==> config.mk <==
export PLATFORM = sky130hd
export DESIGN_NAME = scsi_sel_seq
export DESIGN_NICKNAME = d
export VERILOG_FILES = /design/src/rtl/scsi_sel_pkg.sv /design/src/rtl/sel_byte_fifo.sv /design/src/rtl/sel_cmd_buf.sv /design/src/rtl/sel_ctrl.sv /design/src/rtl/scsi_sel_seq.sv
export SDC_FILE = /design/constraint.sdc
export NUM_CORES = 1
export LEC_CHECK = 0
export ABC_AREA = 1
export BUFFER_PORTS_ARGS = -buffer_cell sky130_fd_sc_hd__buf_2
export CORE_MARGIN = 5
export CORE_UTILIZATION = 60
export CTS_BUF_LIST = sky130_fd_sc_hd__clkbuf_8
export DETAILED_ROUTE_END_ITERATION = 7
export PLACE_DENSITY_LB_ADDON = 0.2
export SLEW_MARGIN = 0
export SYNTH_ARGS = -nofsm -noshare
export SYNTH_HDL_FRONTEND = slang
export SYNTH_SLANG_ARGS = --single-unit
==> constraint.sdc <==
create_clock -name clk_i -period 3.9 [get_ports clk_i]
set_clock_uncertainty 0.1 [all_clocks]
set_input_delay 0.195 -clock clk_i [delete_from_list [all_inputs] [get_ports clk_i]]
set_output_delay 0.195 -clock clk_i [all_outputs]
set_load 0.02 [all_outputs]
==> src/rtl/scsi_sel_pkg.sv <==
package scsi_sel_pkg;
  localparam logic [1:0] OP_SEL      = 2'd0;
  localparam logic [1:0] OP_SEL_STOP = 2'd1;
  localparam logic [1:0] OP_XFER     = 2'd2;

  localparam logic [7:0] ST_IRQ  = 8'h80;
  localparam logic [7:0] ST_TC   = 8'h10;
  localparam logic [2:0] PH_DOUT = 3'd0;
  localparam logic [2:0] PH_DIN  = 3'd1;
  localparam logic [2:0] PH_CMD  = 3'd2;

  localparam logic [7:0] CA_DISC = 8'h20;
  localparam logic [7:0] CA_BUS  = 8'h10;
  localparam logic [7:0] CA_DONE = 8'h08;
  localparam logic [2:0] STEP_CMD = 3'd4;

  typedef enum logic [3:0] {
    S_IDLE, S_PIO_HDR, S_PIO_COPY, S_DMA_RD, S_CHECK,
    S_ISSUE, S_WAIT, S_PARK, S_XFER_DMA
  } sel_state_e;
endpackage

==> src/rtl/sel_byte_fifo.sv <==
module sel_byte_fifo #(
  parameter int DEPTH = 32,
  parameter int W     = 8
) (
  input  logic         clk_i,
  input  logic         rst_ni,
  input  logic         push_i,
  input  logic [W-1:0] wdata_i,
  input  logic         pop_i,
  input  logic         flush_i,
  output logic [W-1:0] rdata_o,
  output logic         empty_o
);
  localparam int AW = $clog2(DEPTH);
  localparam int CW = $clog2(DEPTH + 1);

  logic [W-1:0]  mem_q [DEPTH];
  logic [AW-1:0] wr_q, rd_q;
  logic [CW-1:0] cnt_q;
  logic          do_push, do_pop, full;

  assign full    = (cnt_q == CW'(DEPTH));
  assign empty_o = (cnt_q == '0);
  assign do_push = push_i && !full && !flush_i;
  assign do_pop  = pop_i && !empty_o && !flush_i;
  assign rdata_o = mem_q[rd_q];

  always_ff @(posedge clk_i) begin
    if (do_push) mem_q[wr_q] <= wdata_i;
  end

  always_ff @(posedge clk_i or negedge rst_ni) begin
    if (!rst_ni) begin
      wr_q  <= '0;
      rd_q  <= '0;
      cnt_q <= '0;
    end else if (flush_i) begin
      wr_q  <= '0;
      rd_q  <= '0;
      cnt_q <= '0;
    end else begin
      if (do_push) wr_q <= (wr_q == AW'(DEPTH - 1)) ? '0 : wr_q + 1'b1;
      if (do_pop)  rd_q <= (rd_q == AW'(DEPTH - 1)) ? '0 : rd_q + 1'b1;
      case ({do_push, do_pop})
        2'b10:   cnt_q <= cnt_q + 1'b1;
        2'b01:   cnt_q <= cnt_q - 1'b1;
        default: ;
      endcase
    end
  end


  fifo_flush_chk: assert property (@(posedge clk_i) disable iff (!rst_ni)
    flush_i |=> empty_o);

  fifo_no_overflow_chk: assert property (@(posedge clk_i) disable iff (!rst_ni)
    (full && push_i && !pop_i && !flush_i) |=> full);
endmodule

==> src/rtl/sel_cmd_buf.sv <==
module sel_cmd_buf #(
  parameter int DEPTH = 32,
  parameter int W     = 8,
  localparam int AW   = $clog2(DEPTH),
  localparam int LW   = $clog2(DEPTH + 1)
) (
  input  logic          clk_i,
  input  logic          rst_ni,
  input  logic          clr_i,
  input  logic          we_i,
  input  logic [W-1:0]  wdata_i,
  input  logic [AW-1:0] raddr_i,
  output logic [W-1:0]  rdata_o,
  output logic [LW-1:0] len_o,
  output logic [2:0]    lun_o
);
  logic [W-1:0]  mem_q [DEPTH];
  logic [LW-1:0] len_q;
  logic          room, do_wr;

  assign room    = (len_q < LW'(DEPTH));
  assign do_wr   = we_i && room && !clr_i;
  assign rdata_o = mem_q[raddr_i];
  assign len_o   = len_q;
  assign lun_o   = mem_q[0][2:0];

  always_ff @(posedge clk_i) begin
    if (do_wr) mem_q[len_q[AW-1:0]] <= wdata_i;
  end

  always_ff @(posedge clk_i or negedge rst_ni) begin
    if (!rst_ni)    len_q <= '0;
    else if (clr_i) len_q <= '0;
    else if (do_wr) len_q <= len_q + 1'b1;
  end


  buf_saturate_chk: assert property (@(posedge clk_i) disable iff (!rst_ni)
    (len_q == LW'(DEPTH) && we_i && !clr_i) |=> (len_o == LW'(DEPTH)));
endmodule

==> src/rtl/sel_ctrl.sv <==
module sel_ctrl
  import scsi_sel_pkg::*;
#(
  parameter int CNT_W = 16,
  parameter int DL_W  = 24,
  parameter int DEPTH = 32
) (
  input  logic             clk_i,
  input  logic             rst_ni,
  input  logic             op_valid_i,
  input  logic [1:0]       op_i,
  input  logic             op_dma_i,
  input  logic [CNT_W-1:0] op_count_i,
  input  logic [2:0]       target_id_i,
  input  logic [6:0]       target_present_i,
  input  logic             fifo_we_i,
  input  logic [7:0]       fifo_wdata_i,
  input  logic [7:0]       fifo_rdata_i,
  input  logic             fifo_empty_i,
  output logic             fifo_push_o,
  output logic             fifo_pop_o,
  output logic             fifo_flush_o,
  output logic             buf_clr_o,
  output logic             buf_we_o,
  output logic [7:0]       buf_wdata_o,
  output logic             dma_req_o,
  input  logic             dma_valid_i,
  input  logic [7:0]       dma_data_i,
  output logic             exec_start_o,
  output logic             exec_cancel_o,
  input  logic             exec_done_i,
  input  logic [DL_W-1:0]  exec_dlen_i,
  input  logic             exec_end_i,
  output logic [7:0]       status_o,
  output logic [7:0]       cause_o,
  output logic [2:0]       step_o,
  output logic             irq_o,
  input  logic             irq_ack_i,
  output logic             busy_o
);
  sel_state_e       state_q;
  logic [CNT_W-1:0] remain_q, xfer_cnt;
  logic             stop_q, active_q, irq_q;
  logic [7:0]       status_q, cause_q;
  logic [2:0]       step_q;
  logic             accept_ok, accept_sel, copy_go, tgt_ok, dma_phase;
  logic [7:0]       present_ext;

  assign accept_ok   = op_valid_i && (state_q == S_IDLE || state_q == S_PARK);
  assign accept_sel  = accept_ok && (op_i == OP_SEL || op_i == OP_SEL_STOP);
  assign copy_go     = (state_q == S_PIO_COPY) && (remain_q != '0) && !fifo_empty_i;
  assign present_ext = {1'b0, target_present_i};
  assign tgt_ok      = present_ext[target_id_i];
  assign dma_phase   = (state_q == S_DMA_RD) || (state_q == S_XFER_DMA);
  assign xfer_cnt    = (op_count_i == '0 || op_count_i > CNT_W'(DEPTH)) ?
                       CNT_W'(DEPTH) : op_count_i;

  assign dma_req_o     = dma_phase && (remain_q != '0);
  assign exec_start_o  = (state_q == S_ISSUE);
  assign exec_cancel_o = (state_q == S_CHECK) && active_q;
  assign fifo_push_o   = fifo_we_i && (state_q != S_PARK);
  assign fifo_pop_o    = copy_go;
  assign fifo_flush_o  = (accept_sel && op_dma_i) ||
                         ((state_q == S_PIO_COPY) && !copy_go);
  assign buf_clr_o     = accept_sel;
  assign busy_o        = (state_q != S_IDLE) && (state_q != S_PARK);
  assign status_o      = status_q;
  assign cause_o       = cause_q;
  assign step_o        = step_q;
  assign irq_o         = irq_q;

  always_comb begin
    buf_we_o    = 1'b0;
    buf_wdata_o = 8'h00;
    case (state_q)
      S_PIO_HDR:  buf_we_o = 1'b1;
      S_PIO_COPY: begin
        buf_we_o    = copy_go;
        buf_wdata_o = fifo_rdata_i;
      end
      S_DMA_RD, S_XFER_DMA: begin
        buf_we_o    = dma_valid_i && (remain_q != '0);
        buf_wdata_o = dma_data_i;
      end
      S_PARK: begin
        buf_we_o    = fifo_we_i;
        buf_wdata_o = fifo_wdata_i;
      end
      default: ;
    endcase
  end

  always_ff @(posedge clk_i or negedge rst_ni) begin
    if (!rst_ni) begin
      state_q  <= S_IDLE;
      remain_q <= '0;
      stop_q   <= 1'b0;
      active_q <= 1'b0;
      irq_q    <= 1'b0;
      status_q <= '0;
      cause_q  <= '0;
      step_q   <= '0;
    end else begin
      if (irq_ack_i) begin
        irq_q       <= 1'b0;
        status_q[7] <= 1'b0;
      end
      if (exec_end_i) active_q <= 1'b0;
      case (state_q)
        S_IDLE, S_PARK: begin
          if (accept_sel) begin
            stop_q   <= (op_i == OP_SEL_STOP);
            remain_q <= op_count_i;
            state_q  <= op_dma_i ? S_DMA_RD : S_PIO_HDR;
          end else if (accept_ok && op_i == OP_XFER && state_q == S_PARK) begin
            if (op_dma_i) begin
              remain_q <= xfer_cnt;
              state_q  <= S_XFER_DMA;
            end else begin
              state_q  <= S_ISSUE;
            end
          end
        end
        S_PIO_HDR: state_q <= S_PIO_COPY;
        S_PIO_COPY: begin
          if (copy_go) remain_q <= remain_q - 1'b1;
          else         state_q  <= S_CHECK;
        end
        S_DMA_RD, S_XFER_DMA: begin
          if (remain_q == '0)   state_q  <= (state_q == S_DMA_RD) ? S_CHECK : S_ISSUE;
          else if (dma_valid_i) remain_q <= remain_q - 1'b1;
        end
        S_CHECK: begin
          if (!tgt_ok) begin
            active_q <= 1'b0;
            status_q <= ST_IRQ;
            cause_q  <= CA_DISC;
            step_q   <= 3'd0;
            irq_q    <= 1'b1;
            state_q  <= S_IDLE;
          end else begin
            active_q <= 1'b1;
            if (stop_q) begin
              status_q <= ST_IRQ | ST_TC | {5'b0, PH_CMD};
              cause_q  <= CA_BUS | CA_DONE;
              step_q   <= STEP_CMD;
              irq_q    <= 1'b1;
              state_q  <= S_PARK;
            end else begin
              state_q  <= S_ISSUE;
            end
          end
        end
        S_ISSUE: state_q <= S_WAIT;
        S_WAIT: begin
          if (exec_done_i) begin
            if (exec_dlen_i != '0)
              status_q <= ST_IRQ | ST_TC |
                          {5'b0, exec_dlen_i[DL_W-1] ? PH_DOUT : PH_DIN};
            cause_q <= CA_BUS | CA_DONE;
            step_q  <= STEP_CMD;
            irq_q   <= 1'b1;
            state_q <= S_IDLE;
          end
        end
        default: state_q <= S_IDLE;
      endcase
    end
  end


  start_pulse_chk: assert property (@(posedge clk_i) disable iff (!rst_ni)
    exec_start_o |=> !exec_start_o);


  cancel_pulse_chk: assert property (@(posedge clk_i) disable iff (!rst_ni)
    exec_cancel_o |=> !exec_cancel_o);


  disc_fields_chk: assert property (@(posedge clk_i) disable iff (!rst_ni)
    ($rose(irq_o) && cause_o == CA_DISC) |-> (status_o == ST_IRQ && step_o == 3'd0));


  dma_hold_chk: assert property (@(posedge clk_i) disable iff (!rst_ni)
    (dma_req_o && !dma_valid_i) |=> dma_req_o);


  park_cause_chk: assert property (@(posedge clk_i) disable iff (!rst_ni)
    ($rose(irq_o) && status_o[2:0] == PH_CMD && !busy_o) |-> (step_o == STEP_CMD));
endmodule

==> src/rtl/scsi_sel_seq.sv <==
module scsi_sel_seq
  import scsi_sel_pkg::*;
#(
  parameter int  CNT_W = 16,
  parameter int  DL_W  = 24,
  parameter int  DEPTH = 32,
  localparam int AW    = $clog2(DEPTH),
  localparam int LEN_W = $clog2(DEPTH + 1)
) (
  input  logic             clk_i,
  input  logic             rst_ni,
  input  logic             op_valid_i,
  input  logic [1:0]       op_i,
  input  logic             op_dma_i,
  input  logic [CNT_W-1:0] op_count_i,
  input  logic [2:0]       target_id_i,
  input  logic [6:0]       target_present_i,
  input  logic             fifo_we_i,
  input  logic [7:0]       fifo_wdata_i,
  output logic             dma_req_o,
  input  logic             dma_valid_i,
  input  logic [7:0]       dma_data_i,
  output logic             exec_start_o,
  output logic             exec_cancel_o,
  output logic [2:0]       exec_lun_o,
  output logic [LEN_W-1:0] exec_len_o,
  input  logic [AW-1:0]    exec_rd_addr_i,
  output logic [7:0]       exec_rd_data_o,
  input  logic             exec_done_i,
  input  logic [DL_W-1:0]  exec_dlen_i,
  input  logic             exec_end_i,
  output logic [7:0]       status_o,
  output logic [7:0]       cause_o,
  output logic [2:0]       step_o,
  output logic             irq_o,
  input  logic             irq_ack_i,
  output logic             busy_o
);
  logic       fifo_push, fifo_pop, fifo_flush, fifo_empty;
  logic [7:0] fifo_rdata;
  logic       buf_clr, buf_we;
  logic [7:0] buf_wdata;

  sel_byte_fifo #(.DEPTH(DEPTH), .W(8)) u_fifo (
    .clk_i   (clk_i),
    .rst_ni  (rst_ni),
    .push_i  (fifo_push),
    .wdata_i (fifo_wdata_i),
    .pop_i   (fifo_pop),
    .flush_i (fifo_flush),
    .rdata_o (fifo_rdata),
    .empty_o (fifo_empty)
  );

  sel_cmd_buf #(.DEPTH(DEPTH), .W(8)) u_cbuf (
    .clk_i   (clk_i),
    .rst_ni  (rst_ni),
    .clr_i   (buf_clr),
    .we_i    (buf_we),
    .wdata_i (buf_wdata),
    .raddr_i (exec_rd_addr_i),
    .rdata_o (exec_rd_data_o),
    .len_o   (exec_len_o),
    .lun_o   (exec_lun_o)
  );

  sel_ctrl #(.CNT_W(CNT_W), .DL_W(DL_W), .DEPTH(DEPTH)) u_ctrl (
    .clk_i            (clk_i),
    .rst_ni           (rst_ni),
    .op_valid_i       (op_valid_i),
    .op_i             (op_i),
    .op_dma_i         (op_dma_i),
    .op_count_i       (op_count_i),
    .target_id_i      (target_id_i),
    .target_present_i (target_present_i),
    .fifo_we_i        (fifo_we_i),
    .fifo_wdata_i     (fifo_wdata_i),
    .fifo_rdata_i     (fifo_rdata),
    .fifo_empty_i     (fifo_empty),
    .fifo_push_o      (fifo_push),
    .fifo_pop_o       (fifo_pop),
    .fifo_flush_o     (fifo_flush),
    .buf_clr_o        (buf_clr),
    .buf_we_o         (buf_we),
    .buf_wdata_o      (buf_wdata),
    .dma_req_o        (dma_req_o),
    .dma_valid_i      (dma_valid_i),
    .dma_data_i       (dma_data_i),
    .exec_start_o     (exec_start_o),
    .exec_cancel_o    (exec_cancel_o),
    .exec_done_i      (exec_done_i),
    .exec_dlen_i      (exec_dlen_i),
    .exec_end_i       (exec_end_i),
    .status_o         (status_o),
    .cause_o          (cause_o),
    .step_o           (step_o),
    .irq_o            (irq_o),
    .irq_ack_i        (irq_ack_i),
    .busy_o           (busy_o)
  );
endmodule

==> flow_summary.toml, run 1 <==
[logic_synthesis]
yosys_register_bits = 564
netlist_area_um2 = 24600
synth_cell_types = 41
ys.flop_type = "edfxtp_1"
yosysWarnings = 0
ys_seq_area_share_pct = 67.9
avgSynthCellArea_um2 = 10.9
synthCells = 2243
synth_edf_count = 512
async_flop_share_pct = 9.22

[cts]
cts_sinks = 564
cts_buffers = 89
cts.path.max_buffers = 3
cts.clk_slew.worst_paths_ns = 0.06
htreeDepth = 3
cts_resized = 0
clk_latency_ns = 0.67
cts_tree = "yes"
root_buffer = "clkbuf_8"

[global_route]
grt_pass1_wl_um = 94200
grt_max_degree = 79
antenna_found_initial = 0
grtUsageTotal_pct = 26.9
grt-ovfl-total = 0
grt_pass1_vias = 17201

[sta]
finalWorstPathRequiredPeriod_ns = 3.43
min_period_over_period_pct = 87.8
hold_viol_final = 0
drv_slew = 0
fin_hold_ws_ns = 0.0304
fin_ws_ns = 0.474
tightest_slew_ns = 1.05
setup_viol = 0
rsz0062_at_grt = "false"
fmax_mhz = 292
tns_ns = 0
max_slew_margin_pct = 29.9

[critical_path]
rr_endpoint = "u_fifo.cnt_q[5]"
startpoint_type = "flop"
critPathKind = "flop to flop"
reg2regPathDepth = 19
regToRegSetupSlack_ns = 0.47
cp.arrival_ns = 3.87
r2r-start = "u_ctrl.state_q[0]"
cp-end-kind = "flop"
cp_data_required_time_ns = 4.34
crit_fanout = 15

[detailed_routing]
dr.pass1.iters = 7
routed_wirelength_um = 60900
top_layer = "met4"
first_iter_violations = 1646
wl_met2_um = 29000
routedWlPerCell_um = 20.3
routed-wl-met3_um = 5390
routedLengthMet1_um = 24700
vias = 17551
drc = 0
viasPerCell = 5.86
ant_nets = 0

[power]
power_frac_seq_pct = 44.9
switching_share_pct = 36.1
comb_power_share_pct = 29.0
pwr-share-clk_pct = 26.1
cellPowerDensity_nw_per_um2 = 630
intPower_mw = 11.1
vdd_drop_max_uv = 597
p_leak_nw = 10.5
switching_power_mw = 6.25

[place]
gp_congestion = 0.914
place_ws_ns = 0.532
hpwl_um = 37400
io_buffers = 111

[die]
rows = 74
die_x_um = 212
die_h_um = 212
io_pins = 123
core_area_um2 = 40600
die_area_um2 = 45100
initial_core_util_pct = 60.4

[cells_and_area]
area_growth_pct = 12.0
drive_gt1_share_pct = 11.4
postLayoutCoreUtil_pct = 67.7
nFillCells = 2980
final_nets = 2497

[hold_path]
min_from = "fifo_wdata_i[6]"
worstHoldPathCells = 1
hp-class = "primary input to flop"
min_to = "u_fifo.mem_q[16][6]"

[job]
cap_violations = 0

[run_status]
status = "finished, final reports clean"
[logic make-up (layout without fill, tap and decap cells)]
kind of cell             after synthesis  in the layout  synth area share, %
buffers and inverters                207            416                 3.54
adder cells (fa/ha/maj)               19             19                0.999
AO/OA/AOI/OAI                        332            332                 8.12
flip-flops                           564            564                 67.9
XOR/XNOR                              16             16                0.571
AND/OR/NAND/NOR                     1104           1104                 18.8
other                                  1             12               0.0153
[power groups by stage]
stage	logic (mW)	registers (mW)	clock network, mW
5_1_grt	5.48	7.82	4.88
3_5_place_dp	4.90	7.89	0
2_1_floorplan	3.14	7.82	0
6_report	5.02	7.78	4.52
4_1_cts	4.97	7.77	4.58
3_3_place_gp	4.82	7.87	0
[stage by stage]
| stage | power (mW) | instance area (um2) | instances |
|---|---|---|---|
| 2_1_floorplan | 11.0 | 24600 | 2253 |
| 5_1_grt | 18.2 | 27500 | 2994 |
| 3_3_place_gp | 12.7 | 25600 | 2802 |
| 4_1_cts | 17.3 | 27500 | 2994 |
| 6_report | 17.3 | 27500 | 2995 |
| 3_5_place_dp | 12.8 | 25600 | 2802 |
[cell usage after synthesis (2+ instances only)]
| cell | n | area, um2 |
|---|---|---|
| ha_1 | 18 | 225 |
| buf_2 | 12 | 60.1 |
| xnor2_1 | 4 | 35.0 |
| a21oi_1 | 64 | 320 |
| buf_4 | 18 | 135 |
| o211ai_1 | 50 | 375 |
| nor2_4 | 4 | 45.0 |
| inv_1 | 70 | 263 |
| or2_2 | 3 | 18.8 |
| a31oi_1 | 2 | 12.5 |
| xor2_1 | 12 | 105 |
| nor2_1 | 284 | 1070 |
| buf_1 | 9 | 33.8 |
| nand2_1 | 561 | 2110 |
| nand3b_1 | 8 | 60.1 |
| nand4_1 | 13 | 81.3 |
| nand3_1 | 207 | 1040 |
| nand2_2 | 5 | 31.3 |
| inv_2 | 4 | 15.0 |
| o31ai_1 | 9 | 67.6 |
| o221ai_1 | 24 | 210 |
| nor3_1 | 9 | 45.0 |
| clkbuf_1 | 88 | 330 |
| nand2_4 | 5 | 56.3 |
| a22oi_1 | 8 | 60.1 |
| a21boi_0 | 25 | 188 |
| dfrtp_1 | 52 | 1300 |
| o22ai_1 | 3 | 18.8 |
| nand4_4 | 2 | 42.5 |
| clkinv_1 | 4 | 15.0 |
| edfxtp_1 | 512 | 15400 |
| o21ai_0 | 145 | 726 |
[cells in the final DEF (no fill, tap or decap), drive strengths merged]
cell	synthesis	layout
nand2	571	571
edfxtp	512	512
nor2	289	289
nand3	208	208
o21ai	146	146
buf	40	146
inv	74	112
clkbuf	89	91
a21oi	64	64
dfrtp	52	52
o211ai	50	50
dlygate4sd3	0	35
clkinv	4	30
a21boi	25	25
o221ai	24	24
ha	18	18
nand4	15	15
xor2	12	12
conb	1	11
nor3	9	9
o31ai	9	9
nand3b	8	8
a22oi	8	8
xnor2	4	4
or2	4	4
o22ai	3	3
a31oi	2	2
diode	0	1
o21a	1	1
fa	1	1
clkinvlp	0	1
bufinv	0	1
[metal layers]
layer | vias to the layer above | track usage (%)
met5 | - | 0
met4 | 0 | 9.58
met3 | 129 | 5.43
met2 | 858 | 43.1
met1 | 8412 | 37.5
li1 | 8152 | -
[worst max-delay path, stage by stage, from the launching register on]
cell	delay, ns
dfrtp_1	0.45
inv_2	0.12
nand2_1	0.11
o21ai_2	0.26
inv_2	0.10
nor2_4	0.30
nand2_2	0.18
nand2_4	0.14
nor2_8	0.07
inv_1	0.09
ha_1	0.32
ha_1	0.33
a21oi_1	0.18
nand2_1	0.07
nand2_1	0.08
nand2_1	0.06
a21oi_1	0.16
nand2_1	0.07
nand3_1	0.08
nand2_1	0.05
[flip-flops by register name (all words and copies together) (netlist names)]
register,cells
u_fifo.rd_q,5
u_ctrl.active_q,1
u_ctrl.status_o,4
u_ctrl.state_q,4
u_ctrl.cause_o,2
u_ctrl.remain_q,16
u_cbuf.mem_q,256
u_cbuf.len_o,6
u_ctrl.irq_o,1
u_fifo.mem_q,256
u_fifo.cnt_q,6
u_fifo.wr_q,5
u_ctrl.stop_q,1
u_ctrl.step_o,1
[worst max-delay path by stage]
stage	from	end	slack [ns]	depth (start not counted)
4_1_cts	u_ctrl.state_q[3]	u_fifo.cnt_q[5]	0.51	19
5_1_grt	u_ctrl.state_q[1]	u_fifo.cnt_q[5]	0.09	20
2_1_floorplan	u_ctrl.state_q[0]	u_fifo.cnt_q[5]	0.97	20
3_3_place_gp	u_ctrl.state_q[3]	u_fifo.cnt_q[5]	0.59	19
6_report	u_ctrl.state_q[0]	u_fifo.cnt_q[5]	0.47	19
3_5_place_dp	u_ctrl.state_q[3]	u_fifo.cnt_q[5]	0.53	19
[layout make-up]
type	count	area (um2)	share of cell area, %
clock buffers	91	1250	4.55
inverters	78	295	1.07
diodes	1	2.50	0.00910
repair buffers	181	1230	4.49
clock inverters	66	325	1.18
well taps	532	666	2.42
multi-input cells	1482	7050	25.6
flip-flops and latches	564	16700	60.6
[timing repair]
action | in CTS | in global routing
buffers inserted | 0 | 0
hold endpoints to repair | 127 | 0
hold buffers | 35 | 0
Note: power is estimated with default switching activity, not from simulation.
==> inputs of run 2 (changes only) <==
--- a/config.mk
+++ b/config.mk
@@ -11,7 +11,9 @@
 export CORE_UTILIZATION = 60
 export CTS_BUF_LIST = sky130_fd_sc_hd__clkbuf_8
 export DETAILED_ROUTE_END_ITERATION = 7
+export GPL_ROUTABILITY_DRIVEN = 0
 export PLACE_DENSITY_LB_ADDON = 0.2
+export RECOVER_POWER = 25
 export SLEW_MARGIN = 0
 export SYNTH_ARGS = -nofsm -noshare
 export SYNTH_HDL_FRONTEND = slang
==> run 2 against run 1 <==
The flow now finishes with violations (capacitance limit, slew limit). Sequential share of layout area fell by 0.31 points. Count of clock-buffer cells in the layout rose by 6. Die area did not move. Wire length rose by 0.56%. Non-clock buffer count rose by 2. Register-to-register slack got worse by 0.02 ns. Worst hold slack improved by 0.023 ns. Utilization rose by 0.35 points. Power rose by 1.6%. Clock power rose by 6.0%. Largest cell class unchanged.
==> flow_summary.toml, run 2 (synthesized netlist as in run 1, its figures left out) <==
[run_status]
status = "finished with violations"
violations = "capacitance limit, slew limit"

[cts]
clk_latency_ns = 0.67
cts_sinks = 564
cts.clk_slew.worst_paths_ns = 0.06
cts.path.max_buffers = 3
cts_tree = "yes"
htreeDepth = 3
post_cts_buffers = 0
cts_buffers = 90
root_buffer = "clkbuf_8"

[cells_and_area]
fin_area_um2 = 27600
n_antenna_cell = 0
final_nets = 2500
drive_gt1_share_pct = 11.7
layoutNonFillerInstCount = 3004
reg_top3 = "u_cbuf.mem_q (256), u_fifo.mem_q (256), u_ctrl.remain_q (16)"
mostFrequentLayoutCells = "560 x nand2_1, 512 x edfxtp_1, 282 x nor2_1"
area_growth_pct = 12.6
final_common_cell = "nand2_1"
nFillCells = 2967

[sta]
finalWorstPathRequiredPeriod_ns = 3.80
max_slew_margin_pct = -22.7
fmax_mhz = 263
min_period_over_period_pct = 97.5
tightest_slew_ns = 1.84
setup_viol = 0
fin_hold_ws_ns = 0.0531
hold_viol_final = 0
fin_ws_ns = 0.0969
drv_slew = 272

[place]
dp.cells = 2803
post_dp_cell_area_um2 = 25600
place_ws_ns = 0.502
hpwl_um = 37900
io_buffers = 111

[job]
cap_violations = 8

[global_route]
grtUsageTotal_pct = 27.1
grt_max_degree = 75
antenna_found_initial = 0
grt-ovfl-total = 0
grt_pass1_wl_um = 95200
grt_pass1_vias = 17275

[power]
cellPowerDensity_nw_per_um2 = 636
p_leak_nw = 10.6
vdd_drop_max_uv = 492

[detailed_routing]
viasPerCell = 5.87
routedWlPerCell_um = 20.4
drc = 0
first_iter_violations = 1879
dr.pass1.iters = 6
routed_wirelength_um = 61200
ant_nets = 0
vias = 17648

[die]
rows = 74
die_area_um2 = 45100
die_h_um = 212
io_pins = 123
die_x_um = 212
initial_core_util_pct = 60.4
core_area_um2 = 40600

[critical_path]
cp-end-kind = "flop"
crit_fanout = 3
cp_data_required_time_ns = 4.33
cp.arrival_ns = 4.24
critPathKind = "primary input to flop"
startpoint_type = "primary input"

[hold_path]
hp-class = "primary input to flop"
## run 2: worst paths after layout
kind	startpoint	cells after the start	slack [ns]	endpoint
min in group asynchronous	rst_ni	3	0.10	u_ctrl.remain_q[3]
worst min register to register	u_ctrl.status_o[4]	2	0.37	u_ctrl.status_o[4]
worst max register to register	u_ctrl.state_q[2]	19	0.45	u_fifo.cnt_q[5]
max in group asynchronous	rst_ni	3	3.05	u_fifo.rd_q[0]
worst min-delay path	exec_dlen_i[0]	8	0.05	u_ctrl.status_o[4]
worst max-delay path	exec_dlen_i[20]	14	0.1	u_ctrl.status_o[0]
## run 2: what timing repair did
item	CTS	global route
endpoints found under the hold margin	156	0
resized for setup	0	2
setup endpoints to repair	0	2
hold buffers	36	0
## run 2: per-layer routing
| layer | vias up | track usage [%] | part of all wire (%) |
|---|---|---|---|
| met5 | - | 0 | 0 |
| met3 | 128 | 5.84 | 9.4 |
| li1 | 8155 | - | - |
| met4 | 0 | 8.72 | 2.6 |
| met2 | 861 | 43.6 | 48 |
| met1 | 8504 | 37.7 | 40 |
## run 2: where the power goes
group          switching [mW]  total [mW]  leakage [nW]  internal, mW
Clock                    2.29        4.79         0.981          2.50
Sequential              0.323        7.78          5.35          7.46
Combinational            3.66        5.02          4.24          1.36
## run 2: stage by stage
stage                     utilization (%)  TNS (ns)  total power [mW]
after global routing                 68.0   -0.0159              18.5
after detailed placement             62.9         0              12.8
after CTS                            68.0         0              17.6
after global placement               62.9         0              12.7
final                                68.0         0              17.6
after floorplan                         -         0              11.0
## run 2: final cells by class
cell class                      instances  area (um2)  share of cell area, %
Sequential cell                       564       16700                   60.3
Multi-Input combinational cell       1482        7050                   25.5
Clock buffer                           97        1340                   4.83
Timing Repair Buffer                  183        1240                   4.48
Tap cell                              532         666                   2.41
Clock inverter                         68         377                   1.36
Inverter                               78         295                   1.07
## run 2: critical path, cell delays in order
cell and delay, ns:
dlygate4sd3_1 0.53, buf_2 0.11, nor2_1 0.07, dlygate4sd3_1 0.55, nand2_1 0.04, dlygate4sd3_1 0.57
nor2_2 0.13, dlygate4sd3_1 0.58, nand3_1 0.07, dlygate4sd3_1 0.59, nand2_2 0.10, or2_2 0.11
nand2_1 0.04, dlygate4sd3_1 0.55
